**src/rtl/mclk_div_pkg.sv**
```systemverilog
package mclk_div_pkg;

    localparam int PHASE_W  = 10;  // counter spans one sample period
    localparam int MULT_W   = 3;
    localparam int MAX_M512 = 4;
    localparam int MAX_M384 = 3;
    localparam int BCLK_LSB = 4;   // bit-clock enable every 2**BCLK_LSB cycles

    typedef logic [PHASE_W-1:0] phase_t;
    typedef logic [MULT_W-1:0]  mult_t;

    typedef enum logic {
        FAM_512 = 1'b0,
        FAM_384 = 1'b1
    } family_e;

    typedef struct packed {
        logic    enable;
        family_e family;
        mult_t   mult;
    } ratio_cfg_t;

    localparam ratio_cfg_t CFG_RESET = '{enable: 1'b0, family: FAM_512, mult: '0};

    function automatic phase_t phase_last(input family_e fam);
        phase_t v;
        if (fam == FAM_384) v = phase_t'((3 << (PHASE_W - 2)) - 1);
        else                v = '1;
        return v;
    endfunction

    function automatic logic cfg_illegal(input ratio_cfg_t c);
        int lim;
        lim = (c.family == FAM_384) ? MAX_M384 : MAX_M512;
        return int'(c.mult) > lim;
    endfunction

endpackage

```
**src/rtl/mclk_phase_ctr.sv**
```systemverilog
module mclk_phase_ctr
    import mclk_div_pkg::*;
(
    input  logic   clk_i,
    input  logic   rst_i,
    input  phase_t last_i,
    output phase_t cnt_o,
    output logic   wrap_o
);

    assign wrap_o = (cnt_o == last_i);

    always_ff @(posedge clk_i) begin
        if (rst_i)       cnt_o <= '0;
        else if (wrap_o) cnt_o <= '0;
        else             cnt_o <= cnt_o + phase_t'(1);
    end


    phase_restart_chk: assert property (@(posedge clk_i) disable iff (rst_i)
        wrap_o |=> (cnt_o == '0));

endmodule

```
**src/rtl/mclk_cfg_shadow.sv**
```systemverilog
module mclk_cfg_shadow
    import mclk_div_pkg::*;
(
    input  logic       clk_i,
    input  logic       rst_i,
    input  logic       wrap_i,
    input  ratio_cfg_t req_i,
    output ratio_cfg_t act_o
);

    always_ff @(posedge clk_i) begin
        if (rst_i)       act_o <= CFG_RESET;
        else if (wrap_i) act_o <= req_i;
    end


    shadow_hold_chk: assert property (@(posedge clk_i) disable iff (rst_i)
        !wrap_i |=> $stable(act_o));

endmodule

```
**src/rtl/mclk_ratio_div.sv**
```systemverilog
module mclk_ratio_div
    import mclk_div_pkg::*;
(
    input  logic       clk_i,
    input  logic       rst_i,
    input  logic       run_i,
    input  logic       gate_i,
    input  logic       base_sel_i,
    input  logic [2:0] mult_i,
    output logic       mclk_o,
    output logic       bclk_en_o,
    output logic       frame_o,
    output logic       cfg_err_o
);

    ratio_cfg_t req, act;
    phase_t     cnt, last;
    logic       wrap, live;

    always_comb begin
        req.enable = run_i & ~gate_i;
        req.family = family_e'(base_sel_i);
        req.mult   = mult_t'(mult_i);
    end

    assign last = phase_last(act.family);

    mclk_phase_ctr i_ctr (
        .clk_i  (clk_i),
        .rst_i  (rst_i),
        .last_i (last),
        .cnt_o  (cnt),
        .wrap_o (wrap)
    );

    mclk_cfg_shadow i_shadow (
        .clk_i  (clk_i),
        .rst_i  (rst_i),
        .wrap_i (wrap),
        .req_i  (req),
        .act_o  (act)
    );

    assign cfg_err_o = cfg_illegal(act);
    assign live      = act.enable & ~cfg_err_o;
    assign mclk_o    = live & cnt[act.mult];
    assign bclk_en_o = live & (&cnt[BCLK_LSB-1:0]);
    assign frame_o   = live & wrap;


    err_quiet_chk: assert property (@(posedge clk_i) disable iff (rst_i)
        cfg_err_o |-> (!mclk_o && !bclk_en_o && !frame_o));


    frame_wrap_chk: assert property (@(posedge clk_i) disable iff (rst_i)
        frame_o |=> (cnt == '0));


    bclk_single_chk: assert property (@(posedge clk_i) disable iff (rst_i)
        bclk_en_o |=> !bclk_en_o);


    idle_quiet_chk: assert property (@(posedge clk_i) disable iff (rst_i)
        !act.enable |-> (!mclk_o && !frame_o));

endmodule

```
**config.mk**
```make
export PLATFORM = sky130hd
export DESIGN_NAME = mclk_ratio_div
export DESIGN_NICKNAME = d
export VERILOG_FILES = /design/src/rtl/mclk_div_pkg.sv /design/src/rtl/mclk_phase_ctr.sv /design/src/rtl/mclk_cfg_shadow.sv /design/src/rtl/mclk_ratio_div.sv
export SDC_FILE = /design/constraint.sdc
export NUM_CORES = 1
export LEC_CHECK = 0
export CORE_MARGIN = 10
export CORE_UTILIZATION = 45
export DETAILED_ROUTE_END_ITERATION = 12
export PLACE_DENSITY = 0.72
export SYNTH_ARGS = -nofsm -noshare
export SYNTH_HDL_FRONTEND = slang
export SYNTH_SLANG_ARGS = --single-unit
```
**constraint.sdc**
```tcl
create_clock -name clk_i -period 2.3 [get_ports clk_i]
set_input_delay 0.575 -clock clk_i [delete_from_list [all_inputs] [get_ports clk_i]]
set_output_delay 0.575 -clock clk_i [all_outputs]
set_load 0.005 [all_outputs]
```
# Yosys cells after proc, flatten, opt, wreduce, memory -nomap -nowiden
# Cells that the tools add are included.
# W data, S select, Z words.
dict set report totals {
  regBits 15
  input_bits 8
  output_inout_bits 4
}
dict set report classes {
  n_mux 4
  n_reduce_logical 2
  addsub 1
  eq_ne 1
  magnitude_cmp 2
  n_bitwise 7
}
# operator n
set ops {}
lappend ops {{$add A10 B1 Y10 const B} 1}
lappend ops {{$eq A10 B10 Y1} 1}
lappend ops {{$mux W9} 1}
lappend ops {{$and A1 B1 Y1} 5}
lappend ops {{$lt A3 B5 Y1 const B} 1}
lappend ops {{$reduce_and A4 Y1} 1}
lappend ops {{$bmux W1 S3} 1}
lappend ops {{$gt A3 B3 Y1} 1}
lappend ops {{$mux W3} 1}
lappend ops {{$not A1 Y1} 2}
lappend ops {{$reduce_or A2 Y1} 1}
lappend ops {{$mux W1} 1}

# Longest topological paths before layout
dict set report depth {
  ltp_word 5
  mapped_depth 5
}

# By module
# Synthesis repeated with hierarchy kept, for this count alone.
dict set report unflattened {
  cells_unflattened 105
  hier_area_um2 980.9
}
# module instances seq_area_each_um2 area_per_inst_um2 cells_each
set by_module_without_submodules {}
lappend by_module_without_submodules {mclk_phase_ctr 1 200.2 554.3 59}
lappend by_module_without_submodules {mclk_ratio_div 1 0.0 246.5 30}
lappend by_module_without_submodules {mclk_cfg_shadow 1 100.1 180.2 16}

# Least setup slack after synthesis
# OpenSTA, ideal clock, no wires.
dict set report synth_timing {
  kind {register to output}
  start {reg i_ctr.cnt_o[0]}
  end {out frame_o}
  n_path_buf 0
  setup_slack_ps 243
  arrival_ps 1482
  stages_incl_launch_ff 5
  cell_sequence {dfxtp_1 ha_1 nand4_4 nor4_4 nor3b_2}
}
dict set report synth_via {
  elab_chain_cells 2
}
# element line_no
set synth_rtl {}
lappend synth_rtl {{start: declaration} mclk_phase_ctr.sv:7} ;# output phase_t cnt_o,
lappend synth_rtl {{start signal: assignment} mclk_phase_ctr.sv:16} ;# else cnt_o <= cnt_o + phase_t'(1);
lappend synth_rtl {{$eq A10 B10 Y1} mclk_phase_ctr.sv:11} ;# assign wrap_o = (cnt_o == last_i);
lappend synth_rtl {{$and A1 B1 Y1} mclk_ratio_div.sv:48} ;# assign frame_o = live & wrap;
lappend synth_rtl {{end: declaration} mclk_ratio_div.sv:12} ;# output logic frame_o,
# Every way passes these cells.

# Worst setup path in the final report
dict set report layout_timing {
  start {reg i_shadow.act_o[3] (netlist name)}
  end {out frame_o}
}
dict set report layout_via {
  elab_chain_cells 5
  elab_cells_between_ends 7
}
# element line_no
set layout_rtl {}
lappend layout_rtl {{start: declaration} mclk_cfg_shadow.sv:8} ;# output ratio_cfg_t act_o
lappend layout_rtl {{start signal: assignment} mclk_cfg_shadow.sv:13} ;# else if (wrap_i) act_o <= req_i;
lappend layout_rtl {{$mux W3} mclk_div_pkg.sv:34} ;# lim = (c.family == FAM_384) ? MAX_M384 : MAX_M512;
lappend layout_rtl {{$gt A3 B3 Y1} mclk_div_pkg.sv:35} ;# return int'(c.mult) > lim;
lappend layout_rtl {{$not A1 Y1} mclk_ratio_div.sv:45} ;# assign live = act.enable & ~cfg_err_o;
lappend layout_rtl {{$and A1 B1 Y1} mclk_ratio_div.sv:45}
lappend layout_rtl {{$and A1 B1 Y1 (*)} mclk_ratio_div.sv:48}
# Every way passes the cells marked *; elsewhere a longest branch is shown, timed or not.

==> summary.txt <==
Status
  – Status: finished with violations
  – Failing checks: negative setup slack

Synthesis
  – Asr flop ratio synth: 0
  – Synth Area in Adders: 0.0591
  – Most common cell in the netlist: dfxtp_1
  – Top cell type's share of synthesized area: 0.355
  – Largest family of logic cells by synthesized area: simple AND/OR/NAND/NOR gates
  – Compound-Gate Fraction of Synth Area: 0.127
  – Mean post-synth cell area: 9.52 um^2
  – Post-synth net total: 101
  – Leading area contributor after synthesis: dfxtp_1
  – Post-synth top cells: dfxtp_1, nand2_1, inv_1
  – Mapped Cells: 89
  – Mux contribution to synthesized area: 0.129
  – Number of synthesized flops with an enable pin: 0
  – Synthesized flop and latch total: 15
  – Main synth FF type: dfxtp_1
  – Xor/xnor share of the synthesized area: 0.0414
  – Post-synthesis instance area: 847 um^2
  – Post-Synth Simple-Gate Area: 0.254
  – Sequential area share after synthesis: 0.355
  – Synth warn: 0
  – Synth cell types: 28
  – Dominant cells by area after synthesis: dfxtp_1, mux2i_1, ha_1

Floorplan
  – Die Ht: 63.4 um
  – Row Count: 15
  – Die span in x: 63.4 um
  – Die area: 4020 um^2
  – Starting density of the core: 0.480
  – I/O pins: 12
  – Core Box Area: 1760 um^2

Route
  – Via count: 750
  – Avg Vias per Cell: 5.32
  – DR pass1 iterations: 4
  – Antenna Nets Post-Route: 0
  – Detailed Route WL: 2110 um
  – DRC viols: 0
  – Post-DR wirelength/cell: 15.0 um
  – Initial drt markers: 17

Clock network
  – CTS Hold Bufs: 0
  – Clock Latency Late Sink: 0.29 ns
  – Root Driver: clkbuf_4
  – CTS tree: built
  – CTS max path bufs: 2
  – CTS clock-pin slew for the worst setup and hold paths: 0.10 ns
  – Clk sink count: 15
  – H-tree depth: 1
  – Total CTS buffers: 3

Power and ir drop
  – Sequential power share: 0.569
  – PwrDens: 404 nW/um^2
  – Total Power: 471 uW
  – Clock Power Share: 0.342
  – Leak pwr: 0.451 nW
  – P_sw: 116 uW
  – Gate power share: 0.089
  – Int Power: 355 uW
  – IR drop worst, VDD: 0.000311 V
  – Switching share of total power: 0.247

Place
  – Post-DP HPWL: 1500 um
  – Routability cong.: 0.829
  – DP Area: 1060 um^2
  – Dpl ws: -0.110 ns
  – I/O Buffers: 11
  – Placed cells: 134

Timing
  – Headroom to the max-slew limit: 0.624
  – Fin crit share: 1.01
  – # setup viols final: 1
  – Hold Violations, Final: 0
  – Setup TNS: -0.0160 ns
  – Clock period minus worst slack: 2.32 ns
  – Final Skew: 0.00357 ns
  – Final worst-path setup slack: -0.0160 ns
  – Pin slew with the least headroom to its limit: 0.563 ns
  – Slew Limit Fails: 0
  – F_max: 0.432 GHz
  – RSZ-0062 raised after global routing: true
  – WHS: 0.502 ns

Critical path
  – Critical path arrival: 1.74 ns
  – Worst endpoint required time: 1.73 ns
  – Crit Path Category: flop to output pin
  – Critical Path Start: i_shadow.act_o[3]
  – CP Capture Type: output pin
  – Max FO, Critical Path: 3
  – Reg-to-Reg End: i_ctr.cnt_o[3]
  – FF-to-FF path depth: 5
  – Launch point of the worst reg-to-reg path: i_ctr.cnt_o[1]
  – Critical path endpoint: frame_o
  – CP startpoint kind: flop
  – R2R setup slack: 0.60 ns

Global routing
  – Met2 Usage GRT: 0.182
  – Met1 global-route usage: 0.109
  – First-pass GRT wire length: 3390 um
  – Largest net degree at the start of global routing: 12
  – Initial antenna violation count: 0
  – Grt met3 use: 0.0459
  – Vias in the first global route: 743
  – Gr busiest metal: met2
  – Global Route Usage Sum: 0.103
  – Gr ovfl total: 0

Worst hold path
  – Worst hold-check path type: flop to flop

Finish
  – Final net count: 129
  – Final Util: 0.662
  – Ant. Diodes: 0
  – Ratio of cells with drive above 1 in the final layout: 0.336
  – Fin cells: 141
  – Synthesis-to-layout area growth: 37.8%
  – Post-Layout Inst Area: 1170 um^2

Job
  – MaxCap Viol Count: 0
==> worst max-delay path, cell delays in order, from the launching register on <==
cell and delay, ns:
dfxtp_2 0.34, buf_6 0.13, ha_4 0.27, and3_4 0.22
o21ai_4 0.07, buf_4 0.14, nor3b_2 0.16, buf_2 0.13
==> area by class of cell <==
type | count | area, um^2
fillers | 171 | 597
clock buffers | 3 | 22.5
repair buffers | 24 | 203
multi-input cells | 66 | 574
clock inverters | 1 | 7.51
well taps | 25 | 31.3
flip-flops and latches | 15 | 303
inverters | 7 | 26.3
==> how the worst min path moves through the flow <==
stage | startpoint | slack (ns) | cells past startpoint | end
6_report | i_shadow.act_o[4] | 0.50 | 2 | i_shadow.act_o[4]
5_1_grt | i_shadow.act_o[4] | 0.53 | 2 | i_shadow.act_o[4]
4_1_cts | i_shadow.act_o[4] | 0.48 | 2 | i_shadow.act_o[4]
3_5_place_dp | i_shadow.act_o[4] | 0.45 | 2 | i_shadow.act_o[4]
3_3_place_gp | i_shadow.act_o[4] | 0.45 | 2 | i_shadow.act_o[4]
2_1_floorplan | i_shadow.act_o[4] | 0.43 | 2 | i_shadow.act_o[4]
==> sequential cells by signal, summed over array words and instances, names as in the netlist <==
signal          count
i_shadow.act_o      5
i_ctr.cnt_o        10
==> power by group through the flow <==
stage	registers (mW)	clock network, mW	logic (mW)
floorplan	0.275	0	0.0179
global placement	0.274	0	0.0391
detailed placement	0.274	0	0.0407
CTS	0.268	0.164	0.0410
global route	0.269	0.174	0.0465
finish	0.268	0.161	0.0417
==> metal layers <==
metal  wire [um]  share of wire  up-vias
met3          82          0.039        2
met5           0              0        -
met4          12         0.0057        0
met1         875           0.41      362
li1            -              -      374
met2        1140           0.54       12
==> timing repair <==
item | in CTS | in global routing
pin swaps | 2 | 5
hold endpoints to repair | 0 | 0
buffers inserted | 1 | 2
endpoints found under the setup margin | 4 | 3
resized for setup | 18 | 11
==> cell families after synthesis <==
kind of cell,after synthesis
and+or+nand+nor,35
adders and majority gates,4
buffers and inverters,8
DFF,15
AOI/OAI and AO/OA,15
muxes,8
xor gates and xnor gates,4
==> cell usage in the layout (no fill, tap or decap), types with 3 or more instances in the layout <==
master	count
o21ai_0	4
nand2_1	12
dfxtp_1	13
mux2i_1	5
inv_1	6
clkdlybuf4s50_1	7
nand3_1	4
clkbuf_4	3
ha_4	3
buf_4	10
nor2_1	5
a21oi_1	6
buf_6	3
Note: power is estimated with default switching activity, not from simulation.
